`src/rtl/vend_pkg.sv`:
```
package vend_pkg;

    localparam int VALUE_W = 8;

    typedef enum logic [1:0] {
        ST_CLEAR = 2'd0,
        ST_IDLE  = 2'd1,
        ST_SUM   = 2'd2,
        ST_GIVE  = 2'd3
    } vend_state_e;

    typedef struct packed {
        logic load;
        logic clear;
    } sum_ctrl_t;

    function automatic logic [VALUE_W-1:0] sat_add(input logic [VALUE_W-1:0] a,
                                                  input logic [VALUE_W-1:0] b);
        logic [VALUE_W:0] wide;
        wide = {1'b0, a} + {1'b0, b};
        return wide[VALUE_W] ? {VALUE_W{1'b1}} : wide[VALUE_W-1:0];
    endfunction

endpackage

```
`src/rtl/vend_datapath.sv`:
```
module vend_datapath
    import vend_pkg::*;
#(
    parameter int W = VALUE_W
) (
    input  logic         clk,
    input  logic         rst,
    input  sum_ctrl_t    ctrl,
    input  logic         coin_strobe,
    input  logic [W-1:0] coin_value,
    input  logic [W-1:0] price,
    output logic         sum_lt_price,
    output logic [W-1:0] sum_q
);
    localparam logic [W-1:0] SUM_MAX = {W{1'b1}};

    logic [W-1:0] coin_q;
    logic [W:0]   wide_sum;
    logic [W-1:0] next_sum;

    // Coin value latched on every strobe; only consumed when the FSM loads.
    always_ff @(posedge clk) begin
        if (rst)              coin_q <= '0;
        else if (coin_strobe) coin_q <= coin_value;
    end

    always_comb begin
        wide_sum = {1'b0, sum_q} + {1'b0, coin_q};
        next_sum = wide_sum[W] ? SUM_MAX : wide_sum[W-1:0];
    end

    always_ff @(posedge clk) begin
        if (rst || ctrl.clear) sum_q <= '0;
        else if (ctrl.load)    sum_q <= next_sum;
    end

    assign sum_lt_price = (sum_q < price);

endmodule

```
`src/rtl/vend_ctrl.sv`:
```
module vend_ctrl
    import vend_pkg::*;
(
    input  logic        clk,
    input  logic        rst,
    input  logic        coin_strobe,
    input  logic        sum_lt_price,
    output sum_ctrl_t   ctrl,
    output vend_state_e state_q,
    output logic        dispense_q
);
    vend_state_e state_d;

    always_comb begin
        state_d = state_q;
        unique case (state_q)
            ST_CLEAR: state_d = ST_IDLE;
            ST_IDLE: begin
                if (coin_strobe)        state_d = ST_SUM;
                else if (!sum_lt_price) state_d = ST_GIVE;
            end
            ST_SUM:   state_d = ST_IDLE;
            ST_GIVE:  state_d = ST_CLEAR;
            default:  state_d = ST_CLEAR;
        endcase
    end

    always_comb begin
        ctrl.load  = (state_q == ST_SUM);
        ctrl.clear = (state_q == ST_CLEAR);
    end

    always_ff @(posedge clk) begin
        if (rst) begin
            state_q    <= ST_CLEAR;
            dispense_q <= 1'b0;
        end else begin
            state_q    <= state_d;
            dispense_q <= (state_d == ST_GIVE);
        end
    end

endmodule

```
`src/rtl/vend_top.sv`:
```
module vend_top
    import vend_pkg::*;
#(
    parameter int W = VALUE_W
) (
    input  logic         clk,
    input  logic         rst,
    input  logic         coin_strobe,
    input  logic [W-1:0] coin_value,
    input  logic [W-1:0] price,
    output logic         dispense
);
    sum_ctrl_t   ctrl;
    vend_state_e state_q;
    logic        sum_lt_price;
    logic [W-1:0] sum_q;

    vend_ctrl u_ctrl (
        .clk          (clk),
        .rst          (rst),
        .coin_strobe  (coin_strobe),
        .sum_lt_price (sum_lt_price),
        .ctrl         (ctrl),
        .state_q      (state_q),
        .dispense_q   (dispense)
    );

    vend_datapath #(.W(W)) u_dp (
        .clk          (clk),
        .rst          (rst),
        .ctrl         (ctrl),
        .coin_strobe  (coin_strobe),
        .coin_value   (coin_value),
        .price        (price),
        .sum_lt_price (sum_lt_price),
        .sum_q        (sum_q)
    );

endmodule

```
`config.mk`:
```
export PLATFORM = sky130hd
export DESIGN_NAME = vend_top
export DESIGN_NICKNAME = d
export VERILOG_FILES = /design/src/rtl/vend_pkg.sv /design/src/rtl/vend_datapath.sv /design/src/rtl/vend_ctrl.sv /design/src/rtl/vend_top.sv
export SDC_FILE = /design/constraint.sdc
export NUM_CORES = 1
export LEC_CHECK = 0
export BUFFER_PORTS_ARGS = -buffer_cell sky130_fd_sc_hd__clkbuf_2
export CAP_MARGIN = 20
export CORE_MARGIN = 2
export CORE_UTILIZATION = 54
export DETAILED_ROUTE_END_ITERATION = 16
export GPL_TIMING_DRIVEN = 0
export PLACE_DENSITY = 0.77
export SYNTH_ARGS = -nofsm -noshare
export SYNTH_HDL_FRONTEND = slang
export SYNTH_SLANG_ARGS = --single-unit
```
`constraint.sdc`:
```
create_clock -name clk -period 2.8 [get_ports clk]
set_input_delay 0.28 -clock clk [delete_from_list [all_inputs] [get_ports clk]]
set_output_delay 0.28 -clock clk [all_outputs]
set_load 0.02 [all_outputs]
```
Yosys cells after proc, flatten, opt, wreduce, memory -nomap -nowiden
Index checks and enable logic that the tools add are counted.
{"block": "word_totals", "regBits": 19, "latch_bits": 0, "mem_bits_rw": 0, "rom_bits": 0, "in_bits": 19, "output_inout_bits": 1, "memories": 0}
{"block": "classes", "add_sub_neg": 1, "multipliers": 0, "n_div": 0, "order_cmp": 1, "n_eq_ne": 4, "shifts": 0, "mux": 4, "bitwise_logic": 0, "n_reduce_logical": 3}
{"operator": "8-bit by 8-bit adder with 9-bit output", "n": 1}
{"operator": "8-bit less-than comparator", "n": 1}
{"operator": "8-bit 2-to-1 mux", "n": 1}
{"operator": "2-bit equality test (second input constant)", "n": 3}
{"operator": "2-bit case mux with 3 select lines", "n": 1}
{"operator": "2-bit 2-to-1 mux", "n": 2}
{"operator": "2-bit by 1-bit equality test with 1-bit output (second input constant)", "n": 1}
{"operator": "2-bit zero test", "n": 1}
{"operator": "2-bit OR reduction", "n": 1}
{"operator": "1-bit logical OR", "n": 1}

Longest topological paths before layout
Gate-level depths: netlist of run 1.
{"block": "logic_depth", "ltp_word": 5, "mapped_depth": 7}

Modules after synthesis
A second synthesis of run 1 with hierarchy kept.
{"block": "unflattened", "hier_cells": 120, "area_unflattened_um2": 1162.4}
{"module": "vend_datapath", "instances": 1, "cells_each": 109, "area_each_um2": 1047.3, "seq_area_each_um2": 320.3}
{"module": "vend_ctrl", "instances": 1, "cells_each": 11, "area_each_um2": 115.1, "seq_area_each_um2": 60.1}

Worst setup path before layout of run 1
Ideal clock, no wire load.
{"block": "synth_path", "kind": "flip-flop to flip-flop", "from": "register u_dp.sum_q[0]", "to": "register u_dp.sum_q[2]", "arrival_ns": 1.944, "required_time_ns": 2.652, "slack_ns": 0.708, "stages_incl_launch_ff": 8, "path_buffers": 0, "cell_sequence": "dfxtp_1 -> ha_1 -> fa_1 -> a21oi_1 -> o21ai_1 -> o311a_1 -> nor4b_4 -> a221oi_1"}
{"block": "synth_between", "elab_chain_len": 2}
{"element": "start: declaration", "line": "vend_datapath.sv:13", "source": "output logic [W-1:0] sum_q"}
{"element": "start signal: assignment", "line": "vend_datapath.sv:34", "source": "else if (ctrl.load) sum_q <= next_sum;"}
{"element": "8-bit by 8-bit adder with 9-bit output", "line": "vend_datapath.sv:28", "source": "wide_sum = {1'b0, sum_q} + {1'b0, coin_q};"}
{"element": "8-bit 2-to-1 mux", "line": "vend_datapath.sv:29", "source": "next_sum = wide_sum[W] ? SUM_MAX : wide_sum[W-1:0];"}
Every way passes these cells.
A chain may end at the register's enable or synchronous reset.

Worst setup path in the final report of run 1
{"block": "layout_path", "from": "register u_dp.sum_q[0]", "to": "register u_dp.sum_q[7]"}
The elaborated chain is that of the path after synthesis.

==> results of run 1 <==
[state kept, by name (all words and copies together), names as in the netlist]
name	flops
u_dp.sum_q	8
u_ctrl.state_q	2
u_dp.coin_q	8
u_ctrl.dispense_q	1
[per-stage QoR]
step | area (sq um) | setup slack, ns | power (mW) | hold WS [ns] | cells
2_1_floorplan | 1130 | 0.708 | 0.395 | 0.427 | 118
3_3_place_gp | 1250 | 0.551 | 0.421 | 0.477 | 163
3_5_place_dp | 1250 | 0.460 | 0.430 | 0.489 | 163
4_1_cts | 1280 | 0.447 | 0.567 | 0.207 | 167
5_1_grt | 1280 | 0.350 | 0.593 | 0.231 | 167
6_report | 1280 | 0.427 | 0.565 | 0.206 | 167
[power by group through the flow]
stage / Combinational [mW] / Clock [mW] / Sequential, mW
3_5_place_dp: 0.119 / 0 / 0.311
5_1_grt: 0.136 / 0.151 / 0.307
2_1_floorplan: 0.0885 / 0 / 0.306
4_1_cts: 0.120 / 0.143 / 0.304
6_report: 0.118 / 0.142 / 0.305
3_3_place_gp: 0.112 / 0 / 0.309
[area by class of cell]
class                      instances  area [sq um]
tap                               27          33.8
buffer                             3          11.3
clock buffer                       4          26.3
fill                             187           684
inverter                          18          67.6
timing repair buffer              18          90.1
sequential                        19           380
multi-input combinational         78           668
[Yosys cell counts, types with 3 or more instances]
library cell	count	share of area
a221oi_1	8	0.062
dfxtp_1	19	0.34
a21oi_1	4	0.018
nor2_1	9	0.030
ha_1	15	0.17
inv_1	18	0.060
o21ai_0	4	0.018
xnor2_1	3	0.023
mux2i_1	8	0.071
clkbuf_1	3	0.010
xor2_1	3	0.023
[worst max-delay path, delay by kind of cell (launching register included)]
| kind | cells | cell delay, ns |
|---|---|---|
| AO/OA/AOI/OAI | 4 | 0.78 |
| adder cells (fa/ha/maj) | 2 | 0.66 |
| AND/OR/NAND/NOR | 1 | 0.44 |
| flip-flops | 1 | 0.35 |
[worst min-delay path by stage]
stage / from / end / slack [ns] / depth (start not counted)
after global placement: u_dp.sum_q[0] / u_dp.sum_q[0] / 0.48 / 2
after floorplan: coin_value[0] / u_dp.coin_q[0] / 0.43 / 2
final: coin_value[4] / u_dp.coin_q[4] / 0.21 / 3
after global routing: coin_value[0] / u_dp.coin_q[0] / 0.23 / 3
after detailed placement: u_dp.coin_q[6] / u_dp.coin_q[6] / 0.49 / 2
after CTS: coin_value[2] / u_dp.coin_q[2] / 0.21 / 3
[metal layers]
metal | track usage | share of wire | wire length, um
met1 | 0.228 | 0.48 | 963
met4 | 0.0833 | 0.023 | 45
met3 | 0.0273 | 0.045 | 89
met2 | 0.300 | 0.45 | 895
met5 | 0 | 0 | 0
[cells in the final DEF (no fill, tap or decap), drive strengths merged]
cell     n
xor2     3
dfxtp   19
a31oi    1
a21o     2
o311a    1
o21bai   2
or2b     1
nand2b   2
nor4b    2
nand2    1
xnor2    3
a21oi    5
fa       1
nor4bb   1
nand3    2
a211oi   2
ha      15
inv     18
a221oi   8
o211ai   1
a211o    1
a41oi    1
nor2     9
clkbuf  25
o21ai    5
mux2i    8
o21a     1
[kinds of logic after synthesis]
group / Yosys count / share of synthesized area
simple gates: 18 / 0.0977
compound gates: 30 / 0.193
buf+inv: 21 / 0.0699
xor+xnor: 6 / 0.0466
mux: 8 / 0.0710
fa+ha+maj: 16 / 0.184
flops: 19 / 0.337
==> results, run 1 <==
- After floorplanning, the core was divided into 16 placement rows.
- The overall track demand over capacity in global routing is 0.180.
- The worst path needs 2.37 ns of the cycle, external delays included.
- The proportion of power drawn by flip-flops and latches is 0.539.
- The final routed wire length divided by cell count is 11.9 um.
- The source of the worst register-to-register timing path is u_dp.sum_q[0].
- The first TritonRoute pass finished after 4 iterations.
- The internal power summed over all cells is 0.402 mW.
- The vertical extent of the die is 49.7 um.
- The final weighted congestion in routability-driven placement is 0.749.
- The number of instances in the synthesized netlist is 118.
- The kind of critical path is flip-flop to flip-flop.
- The max-slew violation count is 0.
- The maximum number of pins on one net before global-route repair is 11.
- The logic gate share of total power is 0.209.
- The number of global-route vias before repair was 814.
- The core area is 1960 sq um.
- The number of buffers inserted for hold repair after clock tree synthesis is 0.
- Counting flops with a built-in enable in the synthesized netlist gives 0.
- STA puts the critical path data arrival time at 2.53 ns.
- Headroom to the max-slew limit came out at 0.557.
- The sum of net half-perimeters after detailed placement is 1660 um.
- Of the total power, the share spent switching nets is 0.289.
- The share of flip-flops with an asynchronous set or reset is 0.
- The count of H-tree levels built during CTS is 1.
- The number of synthesis warnings is 0.
- TritonCTS built the clock tree.
- For this run, the slowest stage of the critical path takes 0.44 ns.
- Counting every net in the synthesized netlist gives 153.
- Pin placement for this block handled 20 I/O pins.
- 0 antenna diodes ended up in the layout.
- The upper clock frequency limit is 421 MHz.
- The endpoint of the most critical setup path is u_dp.sum_q[7].
- No sink is reached through more buffers than the 2 on the longest clock path.
- The die covers 2470 sq um.
- Once the clock tree was built, the resizer swapped 0 gates to a different size.
- The worst register-to-register path ends at u_dp.sum_q[7].
- The total via count after detailed routing is 896.
- Of all nets on the critical path, the largest fanout is 8.
- The area of the mapped netlist is 1130 sq um.
- The category of the worst setup path capture point is a flip-flop.
- The main flop type after synthesis is dfxtp_1.
- The number of endpoints with negative hold slack in the final report is 0.
- After clock tree synthesis, the clock-pin slew on the worst setup and hold paths is 0.11 ns.
- Across the run, the number of max-cap violations was 0.
- The flow ran to the end, and the final reports show no timing, DRC or antenna violations.
- The die is 49.7 um wide.
- The TritonCTS buffer count is 3.
- In the final layout, the share of cells above drive strength 1 is 0.164.
- The number of antenna violations at the first check in global routing came to 0.
- The effective utilization at floorplan is 0.575.
- The worst register-to-register path has a depth of 7.
- The number of buffers added for setup after CTS is 0.
- The number of register bits inferred by synthesis is 19.
- The mean post-synth cell area is 9.55 sq um.
- The data required time of the critical path is 2.96 ns.
- The analysis attributes to net switching a power of 0.163 mW.
- The area growth from synthesis to layout is 13.3%.
- The cell at the slowest stage of the critical path is nor4b_4.
- In the routed layout, each cell is associated on average with a via count of 5.37.
- The worst-case IR drop observed on VDD is 0.304 mV.
- Of the available clock period, the critical path in the final layout requires 0.847.
- In the routed design, unresolved DRC markers number 0.
- After routing, the total negative slack on setup checks comes to 0 ns.
- The final-stage net count is 176.
- The count of buffers added on input and output ports is 18.
- The detailed router finished its first iteration with 12 violations.
- The worst-margin pin slew is 0.665 ns.
- The total overflow left after global routing is 0.
- The signal on the critical path passes through ha_1 > fa_1 > a21oi_1 > o21ai_1 > o311a_1 > nor4b_4 > a221oi_1.
- Clock skew on the completed layout was measured at 0.00229 ns.
- The analysis attributes to cell leakage a power of 0.643 nW.
- Setup repair after global routing left no endpoint under its margin.
- The first-pass GRT wire length is 3420 um.
- The tree is rooted in a clkbuf_4.
- The later-pin clock latency in the skew report is 0.30 ns.
- In this run the power density over the cells is 442 nW/um^2.
- The number of sinks driven by the clock tree is 19.
- The total length of routed wires is 1990 um.
- Measured on the finished design, the core utilization comes to 0.651.
- The share of total power dissipated in the clock network is 0.251.
- Setup violations remaining at the end of the flow were counted as 0.
- The number of different library cells used by synthesis comes to 30.
- The part of the Yosys area used for sequential elements is 0.337.
- The path class of the lowest-slack min-delay path is input port to flip-flop.
- The worst setup path is launched from a flip-flop.
- The number of nets with antenna violations after routing is 0.
- For flop-to-flop paths, the worst setup slack is 0.43 ns.
- The critical path starts at u_dp.sum_q[0].
Power figures use the tool's default switching activity.
==> run 2: changes to the inputs <==
clock period = 2.2 ns   (was 2.8 ns; I/O delays follow)
==> results, run 2 (same netlist as run 1, synthesis figures left out) <==
- Run status: completed (unchanged).
- The vertical extent of the die is 49.7 um (unchanged).
- The max-slew violation count was 0 (unchanged).
- The kind of critical path is flip-flop to flip-flop (unchanged).
- The path class of the lowest-slack min-delay path is input port to flip-flop (unchanged).
- The clock tree from TritonCTS is done (unchanged).
- The core area was 1960 sq um (unchanged).
- The relative max-transition margin is 0.550 (was 0.557).
- The upper clock frequency limit is 470 MHz (was 421 MHz).
- The final weighted congestion in routability-driven placement came to 0.749 (unchanged).
- The TritonCTS buffer count is 3 (unchanged).
- The final clock period utilization by the worst path is 0.967 (was 0.847).
- The via density per instance was 5.37 (about the same).
- The number of cells in the finished layout apart from fillers is 169 (was 167).
- The number of sinks driven by the clock tree is 19 (unchanged).
- The category of the worst setup path capture point is a flip-flop (unchanged).
- The final-stage net count is 178 (was 176).
- The maximum number of pins on one net before global-route repair came to 11 (unchanged).
- The antenna diode count is 0 (unchanged).
- The layout cell share with drive strength beyond 1 is 0.218 (was 0.164).
- The number of antenna violations at the first check in global routing is 0 (unchanged).
- The largest fanout on the critical path is 8 (unchanged).
- The number of buffers inserted for hold repair after clock tree synthesis was 0 (unchanged).
- The number of nets with antenna violations after routing came to 0 (unchanged).
- The DRC violation total after the first TritonRoute iteration is 18 (was 12).
- The worst-margin pin slew is 0.675 ns (was 0.665 ns).
- The area of the die was 2470 sq um (unchanged).
- The total power consumption of the routed design is 0.728 mW (was 0.565 mW).
- The count of TritonRoute iterations in the first routing pass is 4 (unchanged).
- The total of buffers placed on input and output ports is 18 (unchanged).
- The post-place instance area came to 1250 sq um (unchanged).
- The maximum clock skew at final layout was 0.00513 ns (was 0.00229 ns).
- The area growth from synthesis to layout is 16.3% (was 13.3%).
- The sum of net half-perimeters after detailed placement was 1660 um (unchanged).
- The clock transition at the registers of the reported paths is 0.11 ns (about the same).
- The highest cell delay on the worst timing path is 0.36 ns (was 0.44 ns).
- The final standard cell area without fillers came to 1310 sq um (was 1280 sq um).
- The number of I/O pins came to 20 (unchanged).
- The total via count after detailed routing was 908 (was 896).
- The die span in x was 49.7 um (unchanged).
- The final critical delay including setup and external delays was 2.13 ns (was 2.37 ns).
- Commonest cells after routing, fill and taps aside: inv_1, clkbuf_2, dfxtp_1 (was dfxtp_1, inv_1, clkbuf_2).
- The max-cap violation count is 0 (unchanged).
- The cell at the root of the clock tree is clkbuf_4 (unchanged).
- The kind of start point of the critical path is a flip-flop (unchanged).
- Regs by FF count: u_dp.coin_q: 8 flops, u_dp.sum_q: 8 flops, u_ctrl.state_q: 2 flops (unchanged).
- The placement row count is 16 (unchanged).
- The worst hold margin is 0.140 ns (was 0.206 ns).
- The number of global-route vias before repair is 853 (was 814).
- The effective utilization at floorplan is 0.575 (unchanged).
- The maximum vdd drop was 0.384 mV (was 0.304 mV).
- The cell at the slowest stage of the critical path is fa_2 (was nor4b_4).
- The count of H-tree levels built during CTS is 1 (unchanged).
- The number of inserted filler cells in the final layout came to 187 (unchanged).
- The remaining global-route overflow is 0 (unchanged).
- The areal power density over the cells is 555 nW/um^2 (was 442 nW/um^2).
- The number of buffers on the longest clock path was 2 (unchanged).
- The first-pass GRT wire length is 3660 um (was 3420 um).
- The overall track demand over capacity in global routing is 0.193 (was 0.180).
- The total length of routed wires is 2160 um (was 1990 um).
- Unrepaired setup endpoints after global routing: false (unchanged).
- The leakage power was 0.654 nW (was 0.643 nW).
- The final routed wire length divided by cell count is 12.8 um (was 11.9 um).
- The arrival time of data at the critical path endpoint was 2.29 ns (was 2.53 ns).
- The later-pin clock latency in the skew report was 0.31 ns (was 0.30 ns).
- The final-report setup violation count is 0 (unchanged).
- The post-placement cell count is 163 (unchanged).
- The data required time of the critical path is 2.36 ns (was 2.96 ns).
- The number of endpoints with negative hold slack in the final report is 0 (unchanged).
- Cell-by-cell trace of the critical path: ha_2 > fa_2 > a21oi_2 > o21ai_2 > o311a_1 > nor4b_4 > buf_6 > a221oi_1 (was ha_1 > fa_1 > a21oi_1 > o21ai_1 > o311a_1 > nor4b_4 > a221oi_1).
- The final routed DRC violation total came to 0 (unchanged).
==> run 2: through the flow <==
stage | setup slack, ns | util | setup TNS [ns]
2_1_floorplan | 0.108 | - | 0
3_3_place_gp | -0.0493 | 0.638 | -0.390
3_5_place_dp | -0.140 | 0.638 | -1.02
4_1_cts | 0.00220 | 0.666 | 0
5_1_grt | 0.0109 | 0.668 | 0
6_report | 0.0716 | 0.668 | 0
==> run 2: metal layers <==
layer | up-vias | global-route usage | share of wire
met4 | 0 | 0.0833 | 0.020
met2 | 20 | 0.320 | 0.45
li1 | 472 | - | -
met5 | - | 0 | 0
met3 | 5 | 0.0273 | 0.035
met1 | 411 | 0.249 | 0.49
==> run 2: cell type report <==
type | instances | area [sq um] | share of cell area
multi-input cells | 78 | 681 | 0.519
inverters | 18 | 67.6 | 0.0515
well taps | 27 | 33.8 | 0.0258
clock buffers | 4 | 26.3 | 0.0200
repair buffers | 20 | 109 | 0.0830
plain buffers | 3 | 11.3 | 0.00859
flip-flops and latches | 19 | 383 | 0.292
==> run 2: worst max-delay path, delay by kind of cell (launching register included) <==
| family | cells | cell delay, ns |
|---|---|---|
| fa+ha+maj | 2 | 0.56 |
| buf+inv | 1 | 0.16 |
| compound gates | 4 | 0.67 |
| flops | 1 | 0.35 |
| simple gates | 1 | 0.24 |
==> run 2: power by group <==
part | internal, mW | switching (mW)
combinational | 0.0766 | 0.0813
sequential | 0.367 | 0.0212
clock | 0.0709 | 0.111
==> run 2: timing repair <==
item	CTS	global route
pin swaps	4	4
setup endpoints to repair	8	8
buffers inserted	2	0
resized for setup	5	2
==> run 2: worst paths after layout <==
| kind | from | to | slack, ns | cells past startpoint |
|---|---|---|---|---|
| worst max-delay path | u_dp.sum_q[0] | u_dp.sum_q[0] | 0.07 | 8 |
| worst min register to register | u_dp.sum_q[0] | u_dp.sum_q[0] | 0.50 | 2 |
| worst max register to register | u_dp.sum_q[0] | u_dp.sum_q[0] | 0.07 | 8 |
| worst min-delay path | coin_value[6] | u_dp.coin_q[6] | 0.14 | 3 |
==> run 3: changes to the inputs <==
CORE_ASPECT_RATIO = 1.5   (was default)
PLACE_DENSITY = 0.75   (was 0.77)
==> results, run 3 (same netlist as run 1, synthesis figures left out) <==
- The final-stage net count is 178 (unchanged).
- The number of endpoints with negative hold slack in the final report is 0 (unchanged).
- The upper clock frequency limit came to 472 MHz (was 470 MHz).
- The final critical delay including setup and external delays was 2.12 ns (was 2.13 ns).
- The first-pass GRT wire length is 3520 um (was 3660 um).
- The vertical extent of the die was 60.0 um (was 49.7 um).
- The maximum number of pins on one net before global-route repair is 11 (unchanged).
- The kind of start point of the critical path is a flip-flop (unchanged).
- The number of cells in the finished layout apart from fillers was 164 (was 169).
- The antenna diode count is 0 (unchanged).
- The final weighted congestion in routability-driven placement is 0.726 (was 0.749).
- The areal power density over the cells is 545 nW/um^2 (was 555 nW/um^2).
- The final routed wire length divided by cell count came to 13.2 um (was 12.8 um).
- The number of buffers on the longest clock path was 2 (unchanged).
- The post-placement cell count is 158 (was 163).
- The final routed DRC violation total is 0 (unchanged).
- The final standard cell area without fillers came to 1320 sq um (was 1310 sq um).
- Run status: completed (unchanged).
- The later-pin clock latency in the skew report was 0.29 ns (was 0.31 ns).
- The relative max-transition margin is 0.518 (was 0.550).
- The overall track demand over capacity in global routing is 0.213 (was 0.193).
- The clock tree from TritonCTS is done (unchanged).
- The sum of net half-perimeters after detailed placement came to 1670 um (was 1660 um).
- The layout cell share with drive strength beyond 1 is 0.218 (unchanged).
- Unrepaired setup endpoints after global routing: true (was false).
- The path class of the lowest-slack min-delay path is input port to flip-flop (unchanged).
- The final setup TNS was 0 ns (unchanged).
- The data required time of the critical path is 2.34 ns (was 2.36 ns).
- Regs by FF count: u_dp.coin_q: 8 flops, u_dp.sum_q: 8 flops, u_ctrl.state_q: 2 flops (unchanged).
- The final-report setup violation count is 0 (unchanged).
- The reg-to-reg setup timing slack came to 0.08 ns (was 0.07 ns).
- The TritonCTS buffer count is 3 (unchanged).
- The maximum clock skew at final layout came to 0.00623 ns (was 0.00513 ns).
- The cell at the root of the clock tree is clkbuf_4 (unchanged).
- The clock transition at the registers of the reported paths is 0.11 ns (about the same).
- The DRC violation total after the first TritonRoute iteration is 6 (was 18).
- The total of buffers placed on input and output ports is 18 (unchanged).
- The total length of routed wires is 2170 um (was 2160 um).
- The leakage power is 0.655 nW (was 0.654 nW).
- The remaining global-route overflow is 0 (unchanged).
- The utilization of the core after routing is 0.658 (was 0.668).
- The maximum vdd drop is 0.416 mV (was 0.384 mV).
- The effective utilization at floorplan is 0.563 (was 0.575).
- The number of I/O pins came to 20 (unchanged).
- The number of sinks driven by the clock tree is 19 (unchanged).
- The count of TritonRoute iterations in the first routing pass was 2 (was 4).
- The placement row count is 20 (was 16).
- The number of buffers inserted for hold repair after clock tree synthesis was 0 (unchanged).
- The total via count after detailed routing is 935 (was 908).
- The worst-margin pin slew is 0.724 ns (was 0.675 ns).
- The max-slew violation count was 0 (unchanged).
- The max-cap violation count is 0 (unchanged).
- The core area is 2000 sq um (was 1960 sq um).
- The final critical-path setup slack came to 0.0812 ns (was 0.0716 ns).
- The kind of critical path is flip-flop to flip-flop (unchanged).
- The area growth from synthesis to layout is 16.9% (was 16.3%).
- The number of antenna violations at the first check in global routing is 0 (unchanged).
- The number of inserted filler cells in the final layout is 184 (was 187).
- The number of global-route vias before repair is 904 (was 853).
- The worst slack at placement came to -0.202 ns (was -0.140 ns).
- The final clock period utilization by the worst path is 0.963 (was 0.967).
- The largest fanout on the critical path came to 8 (unchanged).
- The area of the die is 2480 sq um (was 2470 sq um).
- The arrival time of data at the critical path endpoint was 2.26 ns (was 2.29 ns).
- The die span in x came to 41.3 um (was 49.7 um).
- Commonest cells after routing, fill and taps aside: inv_1, clkbuf_2, dfxtp_1 (unchanged).
- The category of the worst setup path capture point is a flip-flop (unchanged).
- The via density per instance is 5.70 (was 5.37).
- The number of nets with antenna violations after routing was 0 (unchanged).
- The count of H-tree levels built during CTS was 1 (unchanged).
- The post-place instance area is 1240 sq um (was 1250 sq um).
-- run 3: critical path, cell delays in order, from the launching register on --
cell and delay (ns):
dfxtp_4 0.37, ha_4 0.16, fa_2 0.37, a21oi_2 0.17
o21ai_2 0.07, o311a_1 0.33, nor4b_4 0.23, buf_6 0.17
a221oi_1 0.08
-- run 3: final timing paths --
path / from / depth (start not counted) / to
setup / recovery: u_dp.sum_q[0] / 8 / u_dp.sum_q[6]
hold / removal: coin_value[0] / 3 / u_dp.coin_q[0]
setup reg to reg: u_dp.sum_q[0] / 8 / u_dp.sum_q[6]
hold reg to reg: u_dp.sum_q[5] / 2 / u_dp.sum_q[5]
-- run 3: where the power goes --
part	internal, mW	switching (mW)
clock	0.0705	0.103
sequential	0.367	0.0204
combinational	0.0768	0.0807
total	0.514	0.204
-- run 3: area by class of cell --
type	count	area, sq um	area share
timing repair buffer	20	109	0.0826
multi-input combinational	78	691	0.524
buffer	3	11.3	0.00855
tap	22	27.5	0.0209
inverter	18	67.6	0.0513
sequential	19	385	0.292
clock buffer	4	26.3	0.0199
-- run 3: repair_timing --
item,in CTS,in global routing
buffers inserted,2,0
pin swaps,5,4
gates cloned,0,0
gates resized for setup,7,2
endpoints found under the hold margin,0,0
setup endpoints to repair,8,8
-- run 3: per-stage QoR --
step | hold WS [ns] | total power, mW
after floorplan | 0.367 | 0.503
after global placement | 0.454 | 0.538
after detailed placement | 0.466 | 0.547
after CTS | 0.148 | 0.729
after global routing | 0.142 | 0.771
final | 0.155 | 0.718
-- run 3: metal layers --
| layer | global-route usage | up-vias | share of wire |
|---|---|---|---|
| li1 | - | 471 | - |
| met1 | 0.221 | 443 | 0.41 |
| met2 | 0.384 | 15 | 0.55 |
| met3 | 0.0223 | 6 | 0.024 |
| met4 | 0.115 | 0 | 0.024 |
| met5 | 0 | - | 0 |
